## src/rtl/lbk_pkg.sv

```systemverilog
package lbk_pkg;
  // Field positions inside the modem-control byte
  localparam int unsigned MCR_W      = 5;
  localparam int unsigned MCR_DTR    = 0;
  localparam int unsigned MCR_RTS    = 1;
  localparam int unsigned MCR_AUX_RI = 2;
  localparam int unsigned MCR_AUX_CD = 3;
  localparam int unsigned MCR_LOOP   = 4;

  // Status lines as seen by the core (active high)
  typedef struct packed {
    logic dcd;
    logic ri;
    logic dsr;
    logic cts;
  } stat_t;

  localparam int unsigned STAT_W = $bits(stat_t);
  // Pad bundle: status pads plus receive pad on top
  localparam int unsigned PAD_W  = STAT_W + 1;
endpackage

```

## src/rtl/lbk_rst_sync.sv

```systemverilog
module lbk_rst_sync #(
  parameter int unsigned DEPTH = 2
) (
  input  logic clk,
  input  logic rst_n,
  output logic rst_n_sync
);
  localparam int unsigned D = (DEPTH < 1) ? 1 : DEPTH;

  logic [D-1:0] chain_q;
  logic [D-1:0] chain_d;

  always_comb begin
    chain_d = {chain_q[D-2 >= 0 ? D-2 : 0 : 0], 1'b1};
    if (D == 1) chain_d = 1'b1;
  end

  always_ff @(posedge clk or negedge rst_n) begin
    if (!rst_n) chain_q <= '0;
    else        chain_q <= chain_d;
  end

  assign rst_n_sync = chain_q[D-1];
endmodule

```

## src/rtl/lbk_sync.sv

```systemverilog
module lbk_sync #(
  parameter int unsigned W         = 5,
  parameter int unsigned STAGES    = 2,
  parameter logic [W-1:0] RESET_VAL = '1
) (
  input  logic         clk,
  input  logic         rst_n,
  input  logic [W-1:0] d,
  output logic [W-1:0] q
);
  generate
    if (STAGES == 0) begin : g_bypass
      assign q = d;
    end else begin : g_chain
      logic [W-1:0] stage_q [STAGES];
      logic [W-1:0] stage_d [STAGES];

      always_comb begin
        stage_d[0] = d;
        for (int i = 1; i < int'(STAGES); i++) stage_d[i] = stage_q[i-1];
      end

      always_ff @(posedge clk or negedge rst_n) begin
        if (!rst_n) begin
          for (int i = 0; i < int'(STAGES); i++) stage_q[i] <= RESET_VAL;
        end else begin
          for (int i = 0; i < int'(STAGES); i++) stage_q[i] <= stage_d[i];
        end
      end

      assign q = stage_q[STAGES-1];

      // first stage captures the pad bundle one edge later
      p_first_stage_r3: assert property (@(posedge clk) disable iff (!rst_n)
        $past(rst_n) |-> stage_q[0] == $past(d));

      for (genvar s = 1; s < STAGES; s++) begin : g_chk
        // each stage copies its predecessor one edge later
        p_stage_shift_r4: assert property (@(posedge clk) disable iff (!rst_n)
          $past(rst_n) |-> stage_q[s] == $past(stage_q[s-1]));
      end
    end
  endgenerate
endmodule

```

## src/rtl/lbk_core_select.sv

```systemverilog
module lbk_core_select
  import lbk_pkg::*;
(
  input  logic             loop_en,
  input  logic [MCR_W-1:0] mcr,
  input  logic             core_txd,
  input  logic [PAD_W-1:0] pads_sync,
  output logic             core_rxd,
  output stat_t            core_stat
);
  stat_t pad_stat;
  stat_t loop_stat;

  always_comb begin
    // pads are active low; convert to active-high status
    pad_stat      = stat_t'(~pads_sync[STAT_W-1:0]);
    loop_stat.cts = mcr[MCR_RTS];
    loop_stat.dsr = mcr[MCR_DTR];
    loop_stat.ri  = mcr[MCR_AUX_RI];
    loop_stat.dcd = mcr[MCR_AUX_CD];
    if (loop_en) begin
      core_rxd  = core_txd;
      core_stat = loop_stat;
    end else begin
      core_rxd  = pads_sync[PAD_W-1];
      core_stat = pad_stat;
    end
  end
endmodule

```

## src/rtl/lbk_pin_drv.sv

```systemverilog
module lbk_pin_drv
  import lbk_pkg::*;
(
  input  logic loop_en,
  input  logic core_txd,
  input  logic rts_req,
  input  logic dtr_req,
  output logic txd_pin,
  output logic rts_n_pin,
  output logic dtr_n_pin
);
  always_comb begin
    if (loop_en) begin
      txd_pin   = 1'b1;
      rts_n_pin = 1'b1;
      dtr_n_pin = 1'b1;
    end else begin
      txd_pin   = core_txd;
      rts_n_pin = ~rts_req;
      dtr_n_pin = ~dtr_req;
    end
  end
endmodule

```

## src/rtl/uart_lpbk_switch.sv

```systemverilog
module uart_lpbk_switch
  import lbk_pkg::*;
#(
  parameter int unsigned SYNC_STAGES = 2,
  parameter int unsigned RST_STAGES  = 2
) (
  input  logic             clk,
  input  logic             rst_n,
  input  logic             core_txd,
  output logic             txd_pin,
  input  logic             rxd_pin,
  output logic             core_rxd,
  input  logic             cts_n_pin,
  input  logic             dsr_n_pin,
  input  logic             ri_n_pin,
  input  logic             dcd_n_pin,
  input  logic [4:0]       mcr_bits,
  output logic             rts_n_pin,
  output logic             dtr_n_pin,
  output logic [3:0]       core_status
);
  logic             rst_n_int;
  logic             loop_en;
  logic [PAD_W-1:0] pads_raw;
  logic [PAD_W-1:0] pads_sync;
  stat_t            stat_sel;

  assign loop_en  = mcr_bits[MCR_LOOP];
  assign pads_raw = {rxd_pin, dcd_n_pin, ri_n_pin, dsr_n_pin, cts_n_pin};

  lbk_rst_sync #(.DEPTH(RST_STAGES)) u_rst (
    .clk        (clk),
    .rst_n      (rst_n),
    .rst_n_sync (rst_n_int)
  );

  lbk_sync #(.W(PAD_W), .STAGES(SYNC_STAGES), .RESET_VAL('1)) u_pad_sync (
    .clk   (clk),
    .rst_n (rst_n_int),
    .d     (pads_raw),
    .q     (pads_sync)
  );

  lbk_core_select u_sel (
    .loop_en   (loop_en),
    .mcr       (mcr_bits),
    .core_txd  (core_txd),
    .pads_sync (pads_sync),
    .core_rxd  (core_rxd),
    .core_stat (stat_sel)
  );

  assign core_status = stat_sel;

  lbk_pin_drv u_drv (
    .loop_en   (loop_en),
    .core_txd  (core_txd),
    .rts_req   (mcr_bits[MCR_RTS]),
    .dtr_req   (mcr_bits[MCR_DTR]),
    .txd_pin   (txd_pin),
    .rts_n_pin (rts_n_pin),
    .dtr_n_pin (dtr_n_pin)
  );

  // receiver is fed from the transmitter while looping back
  p_rx_loop_r6: assert property (@(posedge clk) disable iff (!rst_n)
    mcr_bits[4] |-> core_rxd == core_txd);

  // all outgoing pads idle during self-test
  p_pads_idle_r8: assert property (@(posedge clk) disable iff (!rst_n)
    mcr_bits[4] |-> (txd_pin && rts_n_pin && dtr_n_pin));

  // status cross-wiring from control bits
  p_stat_cross_r9: assert property (@(posedge clk) disable iff (!rst_n)
    mcr_bits[4] |-> core_status == {mcr_bits[3], mcr_bits[2], mcr_bits[0], mcr_bits[1]});

  // normal mode shows the synchronized pads, inverted
  p_stat_pass_r4: assert property (@(posedge clk) disable iff (!rst_n)
    !mcr_bits[4] |-> core_status == ~pads_sync[3:0]);

  // normal mode drives pads from the core and control bits
  p_pads_pass_r5: assert property (@(posedge clk) disable iff (!rst_n)
    !mcr_bits[4] |-> (txd_pin == core_txd && rts_n_pin == !mcr_bits[1]
                      && dtr_n_pin == !mcr_bits[0]));
endmodule

```

## config.mk

```make
export PLATFORM = sky130hd
export DESIGN_NAME = uart_lpbk_switch
export DESIGN_NICKNAME = d
export VERILOG_FILES = /design/src/rtl/lbk_pkg.sv /design/src/rtl/lbk_rst_sync.sv /design/src/rtl/lbk_sync.sv /design/src/rtl/lbk_core_select.sv /design/src/rtl/lbk_pin_drv.sv /design/src/rtl/uart_lpbk_switch.sv
export SDC_FILE = /design/constraint.sdc
export NUM_CORES = 1
export LEC_CHECK = 0
export CAP_MARGIN = 20
export CORE_MARGIN = 3
export CORE_UTILIZATION = 28
export DETAILED_ROUTE_END_ITERATION = 12
export HOLD_SLACK_MARGIN = 0.08
export PLACE_DENSITY = 0.65
export SLEW_MARGIN = 40
export SYNTH_ARGS = -nofsm -noshare
export SYNTH_HDL_FRONTEND = slang
export SYNTH_SLANG_ARGS = --single-unit
export TNS_END_PERCENT = 1
```

## constraint.sdc

```tcl
create_clock -name clk -period 0.8 [get_ports clk]
set_input_delay 0.16 -clock clk [delete_from_list [all_inputs] [get_ports clk]]
set_output_delay 0.16 -clock clk [all_outputs]
set_load 0.01 [all_outputs]
```

==> key figures <==
Setup path
  – Delay of the slowest critical-path stage: between 500 and 600 ps
  – Setup crit start: u_pad_sync.q[4]
  – Worst reg2reg startpoint: u_pad_sync.g_chain.stage_d[2]
  – Crit-path cells: mux2_4 -> buf_6
  – Crit path max-delay cell type: dfstp_2
  – Buf/Inv on CP: 1
  – Kind of critical path: reg2out
  – CP Capture Type: output port
  – Startpoint Class: flop
  – Worst-path fanout max: 1
  – Delay-heaviest family, CP: flip-flops
  – Required @ worst endpoint: roughly 640 ps
  – Worst Path Arrival: approximately 990 ps

Power and ir drop
  – VDD IR max: 0.719 mV
  – Leak: around 0.29 nW
  – Part of the power in the clock network: between 30% and 40%
  – Int Pwr: around 940 uW
  – P_sw: 231 uW
  – Sequential share of power: 57.5%
  – Sw Ratio: a little under 20%
  – Pwr Density: 1890 nW/um2
  – Logic pwr share: between 10% and 20%

Die
  – Die Span X: 44.3 um
  – Row cnt: 13
  – Boundary Pins: 21
  – Die area: roughly 2000 um2
  – Initial Util: a little over 30%
  – Core Footprint: roughly 1300 um2
  – Die Y: 44.3 um

Routing
  – 1st-iter DRT viols: 1
  – WL/cell: around 8.8 um
  – Via count: between 200 and 300
  – Via/cell ratio: slightly below 4
  – Drt pass-1 iters: 4
  – Antenna-violating nets left: 0
  – Final wirelength: roughly 580 um
  – DRC Markers: 0

Clock tree
  – Num CTS Buffers: 3
  – Clock sinks: 12
  – Latest clock arrival within the worst-skew pair: ~260 ps
  – Root buf cell: clkbuf_4
  – TritonCTS clock tree: built
  – H-tree depth: 1
  – Worst-case clock buffer depth: 2
  – Clock slew at reported path FFs: roughly 70 ps
  – Post-CTS setup buffer count: 0

STA
  – F_max: slightly below 900 MHz
  – RSZ-0062 raised after global routing: true
  – Endpoints failing hold: 0
  – Final Hold Slack: approximately 300 ps
  – Post-Route Skew: between 5 and 6 ps
  – Final worst slack: -351 ps
  – Final Cycle Share: 144%
  – Final setup viols: 8
  – Slew Viols, Final: 0
  – Fin crit period: 1150 ps

Finish
  – Layout cells sized above 1: a little under half
  – Final core occ: between 40 and 50%
  – Most common cell after layout, fill and taps aside: dfstp_2
  – Nets: 64
  – Layout area overhead: 50.5%
  – Most frequent cells in the layout: dfstp_2, clkdlybuf4s50_1, buf_2
  – Finished Cell Area: between 600 and 700 um2
  – Diodes inserted: 0

Min path
  – HP Start: dsr_n_pin
  – Hold Crit Class: in2reg

GRT
  – First-pass GRT wire length: between 1000 and 1500 um
  – GRT overflow: 0
  – Vias in the first global route: ~270
  – GR Util All Layers: 7.55%
  – Initial antenna violation count: 0
  – Largest net degree at the start of global routing: 11

Placed design
  – Placed inst area: around 620 um2
  – Port Buf Inserts: 20
  – Gpl congestion: roughly 0.60
  – DP Wirelength: between 400 and 500 um

Logic synthesis
  – Synth Area in Adders: 0%
  – Syn Std Cell Area: 412 um2
  – Main combinational cell family by area after synthesis: multiplexers
  – Synth Area in Compound Gates: 1.22%
  – YS warnings: 0
  – Mapped Cells: 26
  – Synth cell types: 11
  – Area share of and/or/nand/nor cells after synthesis: approximately 5.5%
  – Xor and xnor fraction of the mapped netlist area: 0%
  – Syn_nets: 39
  – Syn avg cell area: approximately 16 um2
  – Yosys reg bits: 12
  – Mux cell area share after synthesis: 10.9%
  – Sequential-to-total area share from yosys stat: approximately three quarters

Flow run
  – Max-cap viol count: 0

Run status
  – Failing checks: negative setup slack
  – Status: complete, but fails checks
## registers in the layout (all words and copies together) (netlist names)
name and flops:
u_pad_sync.g_chain.stage_d 5, u_rst.chain_q 2, u_pad_sync.q 5
## final timing paths
| kind | to | slack (ps) | cells past startpoint |
|---|---|---|---|
| worst min register to register | u_pad_sync.q[0] | 360 | 0 |
| min in group asynchronous | u_pad_sync.g_chain.stage_d[0] | 430 | 0 |
| worst min-delay path | u_pad_sync.g_chain.stage_d[1] | 300 | 1 |
| max in group asynchronous | u_rst.chain_q[1] | 90 | 2 |
| worst max register to register | u_pad_sync.q[2] | 230 | 0 |
| worst max-delay path | core_rxd | -350 | 2 |
## metal layers
metal / track usage [%] / vias up / part of all wire (%)
met2: 9.59 / 20 / 40
met3: 2.44 / 0 / 23
met5: 0 / - / 0
met4: 9.04 / 0 / 0
met1: 9.02 / 109 / 37
li1: - / 124 / -
## synth_stat cells
library cell   n  share of area (%)
o21ai_0        1                1.2
or2_1          1                1.5
inv_1          3                2.7
dfstp_2       10                 64
nand2_1        1               0.91
mux2i_1        3                7.3
mux2_4         1                3.6
conb_1         1               0.91
nand2b_1       2                3.0
buf_6          1                2.7
dfrtp_1        2                 12
## power by group through the flow
stage	sequential (mW)	clock (mW)	combinational, mW
3_5_place_dp	0.684	0	0.164
2_1_floorplan	0.679	0	0.0537
4_1_cts	0.674	0.381	0.142
3_3_place_gp	0.682	0	0.163
6_report	0.673	0.357	0.139
5_1_grt	0.678	0.419	0.153
## logic make-up after synthesis
family | after synthesis
other | 1
and+or+nand+nor | 4
buffers and inverters | 4
muxes | 4
DFF | 12
AOI/OAI and AO/OA | 1
## cell type report
cell class                      count  area (um2)
Multi-Input combinational cell     10        76.3
Inverter                            3        11.3
Tap cell                           15        18.8
Clock buffer                        4        26.3
Fill cell                         126         714
Sequential cell                    12         313
Timing Repair Buffer               21         174
## metrics by stage
stage	TNS (ps)	worst slack, ps	std cells	total power, mW
after floorplan	0	4.53	26	0.733
after global placement	-7400	-991	60	0.845
after detailed placement	-7430	-992	60	0.848
after CTS	-2100	-369	65	1.20
after global routing	-2390	-397	65	1.25
final	-1980	-351	65	1.17
## what timing repair did
action / CTS / global route
hold buffers: 1 / 0
hold endpoints to repair: 2 / 0
setup endpoints to repair: 8 / 8
gates resized for setup: 40 / 0
(Power assumes the default switching activity.)
